`src/rtl/spm_pkg.sv`:
```
// Package: shared constants and match codes for the special character matcher.
// Assumes four character slots; code values are visible to software.
package spm_pkg;
    localparam int NUM_SLOTS = 4;
    localparam int CODE_W    = 3;

    typedef enum logic [CODE_W-1:0] {
        MC_NONE = 3'd0,
        MC_S1   = 3'd1,
        MC_S2   = 3'd2,
        MC_S3   = 3'd3,
        MC_S4   = 3'd4,
        MC_PAIR = 3'd5
    } match_code_e;
endpackage

```
`src/rtl/spm_compare.sv`:
```
// Module: per-slot equality compare of the received character.
// Assumes the claim mask removes a slot entirely; output is not gated by rx_good.
module spm_compare #(
    parameter int DATA_W = 8,
    parameter int NSLOT  = spm_pkg::NUM_SLOTS
) (
    input  logic [DATA_W-1:0]            data,
    input  logic [NSLOT-1:0][DATA_W-1:0] slots,
    input  logic [NSLOT-1:0]             claim,
    output logic [NSLOT-1:0]             hit
);
    // one comparator per slot
    for (genvar i = 0; i < NSLOT; i++) begin : g_cmp
        assign hit[i] = !claim[i] && (data == slots[i]);
    end
endmodule

```
`src/rtl/spm_event.sv`:
```
// Module: turns slot hits into flow pulses, a suppress flag and host events.
// Assumes hit vector is already masked; keeps the one-deep sequence arm state.
module spm_event
    import spm_pkg::*;
(
    input  logic                 clk,
    input  logic                 rst_n,
    input  logic                 strobe,
    input  logic                 good,
    input  logic [NUM_SLOTS-1:0] hit,
    input  logic                 flow_en,
    input  logic                 seq_mode,
    output logic                 xon,
    output logic                 xoff,
    output logic                 suppress,
    output logic                 ev_valid,
    output match_code_e          ev_code
);
    logic [NUM_SLOTS-1:0] ghit;
    logic                 flow_char;
    logic                 armed;

    assign ghit      = good ? hit : '0;
    assign flow_char = flow_en && (ghit[0] || ghit[1]);
    assign xoff      = strobe && flow_char && ghit[1];
    assign xon       = strobe && flow_char && ghit[0] && !ghit[1];
    assign suppress  = strobe && flow_char;

    // pick one host event per clean character, lowest slot first
    always_comb begin
        ev_code = MC_NONE;
        if (strobe && good && !flow_char) begin
            if (!flow_en && ghit[0])      ev_code = MC_S1;
            else if (!flow_en && ghit[1]) ev_code = MC_S2;
            else if (seq_mode) begin
                if (armed && ghit[3])     ev_code = MC_PAIR;
            end
            else if (ghit[2])             ev_code = MC_S3;
            else if (ghit[3])             ev_code = MC_S4;
        end
    end
    assign ev_valid = (ev_code != MC_NONE);

    // sequence arm: set by an unconsumed slot-3 character, cleared by anything else
    always_ff @(posedge clk) begin
        if (!rst_n)        armed <= 1'b0;
        else if (strobe)   armed <= seq_mode && ghit[2] && (ev_code == MC_NONE)
                                    && !flow_char;
        else if (!seq_mode) armed <= 1'b0;
    end

    a_r1_bad_char_silent: assert property (@(posedge clk) disable iff (!rst_n)
        (strobe && !good) |-> (!ev_valid && !suppress && !xon && !xoff));
    a_r7_arm_needs_seq: assert property (@(posedge clk) disable iff (!rst_n)
        (!seq_mode && !strobe) |=> !armed);
    a_r7_pair_only_armed: assert property (@(posedge clk) disable iff (!rst_n)
        (ev_code == MC_PAIR) |-> (seq_mode && armed));
    a_r4_suppress_flow_only: assert property (@(posedge clk) disable iff (!rst_n)
        suppress |-> (flow_en && !ev_valid));
endmodule

```
`src/rtl/spm_flow_ctl.sv`:
```
// Module: transmit-enable state driven by in-band pause/resume pulses.
// Assumes xon and xoff are never high together; enable is forced on without flow mode.
module spm_flow_ctl (
    input  logic clk,
    input  logic rst_n,
    input  logic flow_en,
    input  logic xon,
    input  logic xoff,
    output logic tx_en
);
    // pause on xoff, resume on xon, free-run when flow mode is off
    always_ff @(posedge clk) begin
        if (!rst_n)        tx_en <= 1'b1;
        else if (!flow_en) tx_en <= 1'b1;
        else if (xoff)     tx_en <= 1'b0;
        else if (xon)      tx_en <= 1'b1;
    end

    a_r3_xoff_pauses: assert property (@(posedge clk) disable iff (!rst_n)
        xoff |=> !tx_en);
    a_r3_xon_resumes: assert property (@(posedge clk) disable iff (!rst_n)
        xon |=> tx_en);
    a_r5_free_run: assert property (@(posedge clk) disable iff (!rst_n)
        !flow_en |=> tx_en);
    a_r3_pulses_exclusive: assert property (@(posedge clk) disable iff (!rst_n)
        !(xon && xoff));
endmodule

```
`src/rtl/spm_exc_queue.sv`:
```
// Module: small in-order queue of pending host exception codes.
// Assumes an ack without a pending entry is ignored; a push into a full queue is dropped.
module spm_exc_queue #(
    parameter int DEPTH = 2,
    parameter int CW    = spm_pkg::CODE_W
) (
    input  logic          clk,
    input  logic          rst_n,
    input  logic          push,
    input  logic [CW-1:0] push_code,
    input  logic          ack,
    output logic          req,
    output logic [CW-1:0] code
);
    localparam int PW = (DEPTH > 1) ? $clog2(DEPTH) : 1;
    localparam int NW = $clog2(DEPTH + 1);

    logic [CW-1:0] mem [DEPTH];
    logic [PW-1:0] rd_ptr, wr_ptr;
    logic [NW-1:0] count;
    logic          pop, do_push;

    assign pop     = ack && (count != '0);
    assign do_push = push && ((count != NW'(DEPTH)) || pop);
    assign req     = (count != '0);
    assign code    = req ? mem[rd_ptr] : '0;

    // pointer and occupancy update
    always_ff @(posedge clk) begin
        if (!rst_n) begin
            rd_ptr <= '0;
            wr_ptr <= '0;
            count  <= '0;
        end else begin
            if (pop)
                rd_ptr <= (rd_ptr == PW'(DEPTH - 1)) ? '0 : rd_ptr + 1'b1;
            if (do_push)
                wr_ptr <= (wr_ptr == PW'(DEPTH - 1)) ? '0 : wr_ptr + 1'b1;
            count <= count + NW'(do_push) - NW'(pop);
        end
    end

    // entry storage write
    always_ff @(posedge clk) begin
        if (do_push) mem[wr_ptr] <= push_code;
    end

    a_r10_no_overflow: assert property (@(posedge clk) disable iff (!rst_n)
        count <= NW'(DEPTH));
    a_r9_hold_until_ack: assert property (@(posedge clk) disable iff (!rst_n)
        (req && !ack) |=> (req && $stable(code)));
    a_r9_push_raises: assert property (@(posedge clk) disable iff (!rst_n)
        (push && !req) |=> req);
endmodule

```
`src/rtl/spchar_flow_matcher.sv`:
```
// Module: top of the special character matcher for one receive channel.
// Assumes rx_valid is a one-cycle strobe and slot registers are quasi-static.
module spchar_flow_matcher
    import spm_pkg::*;
#(
    parameter int DATA_W    = 8,
    parameter int EXC_DEPTH = 2
) (
    input  logic              clk,
    input  logic              rst_n,
    input  logic              rx_valid,
    input  logic [DATA_W-1:0] rx_data,
    input  logic              rx_good,
    input  logic [DATA_W-1:0] slot1_char,
    input  logic [DATA_W-1:0] slot2_char,
    input  logic [DATA_W-1:0] slot3_char,
    input  logic [DATA_W-1:0] slot4_char,
    input  logic [3:0]        slot_tx_claim,
    input  logic              flow_en,
    input  logic              seq_mode,
    input  logic              exc_ack,
    output logic              exc_req,
    output logic [2:0]        exc_code,
    output logic              tx_en,
    output logic              suppress
);
    logic [NUM_SLOTS-1:0][DATA_W-1:0] slots;
    logic [NUM_SLOTS-1:0]             hit;
    logic                             xon, xoff, ev_valid;
    match_code_e                      ev_code;

    assign slots = {slot4_char, slot3_char, slot2_char, slot1_char};

    spm_compare #(.DATA_W(DATA_W), .NSLOT(NUM_SLOTS)) u_cmp (
        .data  (rx_data),
        .slots (slots),
        .claim (slot_tx_claim),
        .hit   (hit)
    );

    spm_event u_evt (
        .clk      (clk),
        .rst_n    (rst_n),
        .strobe   (rx_valid),
        .good     (rx_good),
        .hit      (hit),
        .flow_en  (flow_en),
        .seq_mode (seq_mode),
        .xon      (xon),
        .xoff     (xoff),
        .suppress (suppress),
        .ev_valid (ev_valid),
        .ev_code  (ev_code)
    );

    spm_flow_ctl u_flow (
        .clk     (clk),
        .rst_n   (rst_n),
        .flow_en (flow_en),
        .xon     (xon),
        .xoff    (xoff),
        .tx_en   (tx_en)
    );

    spm_exc_queue #(.DEPTH(EXC_DEPTH), .CW(CODE_W)) u_q (
        .clk       (clk),
        .rst_n     (rst_n),
        .push      (ev_valid),
        .push_code (ev_code),
        .ack       (exc_ack),
        .req       (exc_req),
        .code      (exc_code)
    );

    a_r8_claimed_silent: assert property (@(posedge clk) disable iff (!rst_n)
        (rx_valid && slot_tx_claim[1] && flow_en && (rx_data != slot1_char)) |=>
        ($stable(tx_en) || tx_en));
    a_r2_code_zero_idle: assert property (@(posedge clk) disable iff (!rst_n)
        !exc_req |-> (exc_code == 3'd0));
endmodule

```
`config.mk`:
```
export PLATFORM = sky130hd
export DESIGN_NAME = spchar_flow_matcher
export DESIGN_NICKNAME = d
export VERILOG_FILES = /design/src/rtl/spm_pkg.sv /design/src/rtl/spm_compare.sv /design/src/rtl/spm_event.sv /design/src/rtl/spm_flow_ctl.sv /design/src/rtl/spm_exc_queue.sv /design/src/rtl/spchar_flow_matcher.sv
export SDC_FILE = /design/constraint.sdc
export NUM_CORES = 1
export LEC_CHECK = 0
export CAP_MARGIN = 20
export CORE_ASPECT_RATIO = 0.6
export CORE_MARGIN = 2
export CORE_UTILIZATION = 41
export CTS_CLUSTER_SIZE = 40
export DETAILED_ROUTE_END_ITERATION = 8
export PLACE_DENSITY = 0.89
export SYNTH_ARGS = -nofsm -noshare
export SYNTH_HDL_FRONTEND = slang
export SYNTH_SLANG_ARGS = --single-unit
```
`constraint.sdc`:
```
create_clock -name clk -period 2.75 [get_ports clk]
set_input_delay 0.4125 -clock clk [delete_from_list [all_inputs] [get_ports clk]]
set_output_delay 0.4125 -clock clk [all_outputs]
set_load 0.02 [all_outputs]
```
* Word level (Yosys, flattened, before mapping) *
Memories as Yosys holds them, arrays and structs flattened. A register that Yosys moved wholly into a read port is not among the register bits.
Index checks and enable logic that the tools add are counted.

cells by class
  add/subtract/negate cells = 4
  multipliers = 0
  divide/modulo/power cells = 0
  order comparisons = 0
  equality and inequality tests = 6
  shifts and indexed selects = 0
  muxes and demuxes = 19
  bitwise gates (word level) = 0
  reductions and logical operators = 33

operator list
  operator               count
  $eq A8 B8 Y1           4
  $mux W3                8
  $logic_and A1 B1 Y1    19
  $mux W1                10
  $logic_not A1 Y1       7
  $mux W4                1
  $ne A2 B2 Y1 const B   2
  $reduce_bool A2 Y1     2
  $logic_not A3 Y1       1
  $reduce_bool A3 Y1     1
  $add A1 B1 Y1 const B  2
  $add A2 B1 Y2          1
  $logic_or A1 B1 Y1     2
  $reduce_and A2 Y1      1
  $sub A2 B1 Y2          1

storage, ports and cells
  register bits = 6
  latch bits = 0
  memory bits (writable) = 6
  memory bits (read-only) = 0
  input port bits = 51
  output and inout port bits = 6
  memories = 1

memories
  name     words  width  read ports  clocked after Yosys merged registers in  wr ports  line                 RTL
  u_q.mem  2      3      1           1                                        1         spm_exc_queue.sv:18  logic [CW-1:0] mem [DEPTH];

* Depth between registers and ports, before layout *
  depth after elaboration = 13
  mapped depth = 12

* Cells and area by module *
A second synthesis with hierarchy kept.

unflattened totals
  cells, all modules = 121
  area total of the unflattened synthesis = 1,127.3 um2

by module, submodules not included
  module         times used  cells each  area each (um2)  seq. area each (um2)
  spm_exc_queue  1           39          471.7            280.3
  spm_compare    1           49          425.4            0.0
  spm_event      1           30          193.9            20.0
  spm_flow_ctl   1           3           36.3             20.0

* Worst setup path before layout *
Ideal clock, no wire load.

  kind = in2reg
  start = in rx_data[6]
  end = reg u_q.count[1]
  library setup time = 0.115 ns
  arrival = 2.408 ns
  required time = 2.635 ns
  slack = 0.228 ns
  stages on the path = 12
  path buffers = 1
  path through = buf_6 -> xnor2_2 -> nand3_1 -> or4_1 -> a211o_1 -> a21oi_4 -> o21ai_1 -> inv_1 -> ha_1 -> xnor2_1 -> xnor2_1 -> and2_1

between the ends
  longest elaborated chain between the ends = 13

RTL lines
  what                     line                       RTL
  from (decl)              spchar_flow_matcher.sv:12  input logic [DATA_W-1:0] rx_data,
  $eq A8 B8 Y1             spm_compare.sv:14          assign hit[i] = !claim[i] && (data == slots[i]);
  $logic_and A1 B1 Y1      spm_compare.sv:14
  $mux W4 (*)              spm_event.sv:23            assign ghit = good ? hit : '0;
  $logic_and A1 B1 Y1      spm_event.sv:36            if (armed && ghit[3]) ev_code = MC_PAIR;
  $mux W3                  spm_event.sv:36
  $mux W3                  spm_event.sv:35            else if (seq_mode) begin
  $mux W3                  spm_event.sv:34            else if (!flow_en && ghit[1]) ev_code = MC_S2;
  $mux W3                  spm_event.sv:33            if (!flow_en && ghit[0]) ev_code = MC_S1;
  $mux W3 (*)              spm_event.sv:32            if (strobe && good && !flow_char) begin
  named net ev_code[0]     spchar_flow_matcher.sv:30  match_code_e ev_code;
  $reduce_bool A3 Y1 (*)   spm_event.sv:42            assign ev_valid = (ev_code != MC_NONE);
  $logic_and A1 B1 Y1 (*)  spm_exc_queue.sv:24        assign do_push = push && ((count != NW'(DEPTH)) || pop);
  $add A2 B1 Y2 (*)        spm_exc_queue.sv:39        count <= count + NW'(do_push) - NW'(pop);
  $sub A2 B1 Y2 (*)        spm_exc_queue.sv:39
  to (signal assigned)     spm_exc_queue.sv:39
  to (decl)                spm_exc_queue.sv:20        logic [NW-1:0] count;

Mark *: on every way through the listed nets, which the timed path passes. The rest lies on a longest branch.
A chain may end at the register's enable or synchronous reset.

* Worst setup path after layout *
  start = in slot4_char[4]
  end = reg u_q.count[1]

between the ends
  longest elaborated chain between the ends = 13

RTL lines
  what                  line                       RTL
  from (decl)           spchar_flow_matcher.sv:17  input logic [DATA_W-1:0] slot4_char,
  $eq A8 B8 Y1          spm_compare.sv:14
  $logic_and A1 B1 Y1   spm_compare.sv:14
  $mux W4               spm_event.sv:23
  $logic_and A1 B1 Y1   spm_event.sv:36
  $mux W3               spm_event.sv:36
  $mux W3               spm_event.sv:35
  $mux W3               spm_event.sv:34
  $mux W3               spm_event.sv:33
  $mux W3               spm_event.sv:32
  named net ev_code[0]  spchar_flow_matcher.sv:30
  $reduce_bool A3 Y1    spm_event.sv:42
  $logic_and A1 B1 Y1   spm_exc_queue.sv:24
  $add A2 B1 Y2         spm_exc_queue.sv:39
  $sub A2 B1 Y2         spm_exc_queue.sv:39

The timed path passes the listed nets, and every way through them passes these cells.

==> key figures <==
STA
  • Final slew viol count: 0
  • Setup Viol. Count Final: 0
  • Achievable frequency: 0.364 GHz
  • Skew final: 0.00314 ns
  • Slew headroom: 61.7%
  • Least-Margin Pin Slew: 0.569 ns
  • RSZ-0062 raised after global routing: yes
  • Fin. Hold Viols: 0
  • Tmin final: 2.74 ns
  • Final period utilization: 99.8%

Placed design
  • DPL Wire Length: 3340 um
  • Placed inst area: 1970 um^2
  • IO buf count: 56
  • Routability Congestion: 0.890
  • Placed cell count: 254

CTS
  • Worst skew pair latency: 0.24 ns
  • Cts hold-fix bufs: 0
  • Clock slew at reported path FFs: 0.05 ns
  • Root Buffer: clkbuf_8
  • CTS sink count: 13
  • CTS Buffer Depth: 2
  • H-tree depth: 1
  • CTS tree: yes
  • CTS Buf Count: 3

Power
  • Pwr per Cell Area: 328 nW/um^2
  • Int Power: 484 uW
  • Sw power: 212 uW
  • Switching Share: 30.4%
  • Reg power frac: 32.2%
  • Pleak: 0.000853 uW
  • Clk pwr share: 24.0%
  • Tot Pwr: 696 uW
  • VDD IR max: 0.000231 V
  • Combinational power share: 43.9%

Worst setup path
  • Worst Path Max Fanout: 3
  • Critical path class: in2reg
  • CP Data Arrival Time: 2.88 ns
  • CP cell instances: clkdlybuf4s50_1 > xnor2_1 > nand4_1 > or4_1 > a211o_1 > a21oi_4 > o21ai_2 > inv_2 > ha_4 > xnor2_2 > xnor2_1 > and2_1
  • Critical path's largest stage delay: 0.49 ns
  • Buffers & Inverters on Critical Path: 2
  • Crit-path most repeated cell: xnor2_1
  • Req. time, crit path: 2.88 ns
  • Critical Path Slowest Stage Cell: or4_1
  • CP Capture Type: register
  • Critical path's top delay family: simple AND/OR/NAND/NOR gates
  • Startpoint types: input pin

Cells and area
  • Final std cells w/o fill: 262
  • Seq. cell area: 320 um^2
  • Fillers: 201
  • Area of the multi-input gates: 898 um^2
  • # nets final: 274
  • Layout cells sized above 1: 24.1%
  • Design area: 2120 um^2
  • P&R area growth vs syn: 73.6%
  • Ant. Diodes: 0

Floorplanning
  • I/O Pins: 57
  • Die Ht: 46.3 um
  • Die ar.: 3440 um^2
  • Starting Density: 42.8%
  • Core area: 2850 um^2
  • Num rows: 15
  • Die W: 74.4 um

GRT
  • GRT Util Overall: 25.4%
  • Initial antenna violation count: 0
  • Grt met3 use: 5.47%
  • Largest net degree at the start of global routing: 9
  • M1 GR Usage: 31.7%
  • Overflow after GRT: 0
  • Gr busiest metal: met2
  • GR Util met2: 47.1%
  • First-pass GRT wire length: 6400 um
  • Vias in the first global route: 1379

Synth
  • Mapped Cells: 136
  • Number of flops mapped to enable cells by yosys: 6
  • Synthesized area: 1220 um^2
  • FF+latch count, synth: 13
  • Synthesis warning total: 0
  • Fraction of registers with async set/reset: 0%
  • Synth cell types: 36
  • Net count after synthesis: 189
  • Post-synth top area share: 20.8%
  • Main synth FF type: dfxtp_1
  • Mean Syn Cell Area: 8.97 um^2
  • Ranking of synthesized cells by area: xnor2_1 (21%), edfxtp_1 (15%), dfxtp_1 (11%)
  • Register area share after synthesis: 26.3%
  • Synth area leader: xnor2_1

Drt
  • Final wirelength: 4250 um
  • Drt via density: 5.32
  • DRT Pass-1 Iters: 4
  • Final ANT Viol Nets: 0
  • Avg WL per Cell: 16.2 um
  • Initial DRC count: 98
  • DRC: 0
  • Vias: 1395

Run
  • Max cap viols: 0

Worst hold path
  • Worst hold path type: reg2reg

Outcome
  • Status: finished, final reports clean
==> final timing paths <==
| path | slack [ns] | depth (start not counted) | startpoint | end |
|---|---|---|---|---|
| setup / recovery | 0.006 | 12 | slot4_char[4] | u_q.count[1] |
| hold / removal | 0.53 | 2 | u_q.wr_ptr | u_q.wr_ptr |
| setup reg to reg | 0.49 | 10 | u_evt.armed | u_q.count[1] |
| hold reg to reg | 0.53 | 2 | u_q.wr_ptr | u_q.wr_ptr |
==> per-layer routing <==
| layer | up-vias | wire, um |
|---|---|---|
| met5 | - | 0 |
| met4 | 0 | 121 |
| met2 | 84 | 2020 |
| met1 | 649 | 1720 |
| met3 | 11 | 385 |
| li1 | 651 | - |
==> logic make-up (layout without fill, tap and decap cells) <==
kind of cell,Yosys count,after routing,synth area share (%)
simple gates,56,56,27.8
flops,13,13,26.3
xor+xnor,32,32,23.6
buf+inv,13,97,6.46
compound gates,15,15,9.64
mux,5,5,4.21
fa+ha+maj,2,2,2.05
==> sequential cells by signal, indices dropped and copies added, names as in the netlist, named ones only <==
name	cells
u_flow.tx_en	1
u_evt.armed	1
u_q.count	2
u_q.rd_ptr	1
u_q.wr_ptr	1
u_q.mem	6
==> synthesized netlist by cell type (3+ instances only) <==
cell type	n
buf_6	4
inv_1	9
nand4_1	4
nand3b_1	3
edfxtp_1	6
a211oi_1	4
nor3_1	3
dfxtp_1	7
nor2b_1	4
xnor2_1	29
nor2_1	9
nor4_1	5
nand2_1	7
nand2b_1	4
and2_1	4
nand3_1	6
mux2i_1	4
==> stage by stage <==
| stage | utilization [%] | TNS, ns | setup slack [ns] | hold WS (ns) |
|---|---|---|---|---|
| floorplan | - | 0 | 0.228 | 0.451 |
| detailed placement | 69.0 | -3.06 | -0.445 | 0.496 |
| global route | 74.3 | -0.412 | -0.117 | 0.542 |
| finish | 74.3 | 0 | 0.00552 | 0.525 |
| global placement | 69.0 | -1.98 | -0.319 | 0.465 |
| CTS | 70.8 | 0 | 0.00138 | 0.510 |
==> cell usage in the layout, fill, tap and decap left out, types with 4 or more instances in the layout <==
| cell type | netlist | layout |
|---|---|---|
| nand3_1 | 6 | 5 |
| nand2b_1 | 4 | 4 |
| dlymetal6s2s_1 | 0 | 5 |
| nor2_1 | 9 | 7 |
| mux2i_1 | 4 | 4 |
| nand2_1 | 7 | 7 |
| dlygate4sd2_1 | 0 | 8 |
| nand4_1 | 4 | 4 |
| dfxtp_1 | 7 | 7 |
| inv_1 | 9 | 8 |
| xnor2_2 | 1 | 5 |
| nor4_1 | 5 | 4 |
| buf_4 | 0 | 28 |
| edfxtp_1 | 6 | 6 |
| xnor2_1 | 29 | 25 |
| nor2b_1 | 4 | 4 |
| and2_1 | 4 | 4 |
| clkdlybuf4s50_1 | 0 | 42 |
==> tightest hold or removal path, delay by kind of cell, from the launching register on <==
kind,cells,cell delay (ns)
and+or+nand+nor,1,0.07
DFF,1,0.34
muxes,1,0.06
==> power by group through the flow <==
stage / sequential [uW] / clock, uW / combinational (uW)
6_report: 224 / 167 / 305
5_1_grt: 224 / 179 / 326
4_1_cts: 222 / 169 / 290
3_5_place_dp: 226 / 0 / 291
3_3_place_gp: 225 / 0 / 279
2_1_floorplan: 223 / 0 / 140
==> cell type report <==
class	count	share of cell area, %
clock buffers	4	2.13
inverters	9	1.59
multi-input cells	110	42.4
flip-flops and latches	13	15.1
well taps	42	2.48
repair buffers	84	36.3
==> repair_timing <==
item / 4_1_cts / 5_1_grt
gates cloned: 0 / 0
endpoints found under the setup margin: 9 / 9
pin swaps: 6 / 14
buffers inserted: 0 / 4
resized for setup: 13 / 18
(Power assumes the default switching activity.)
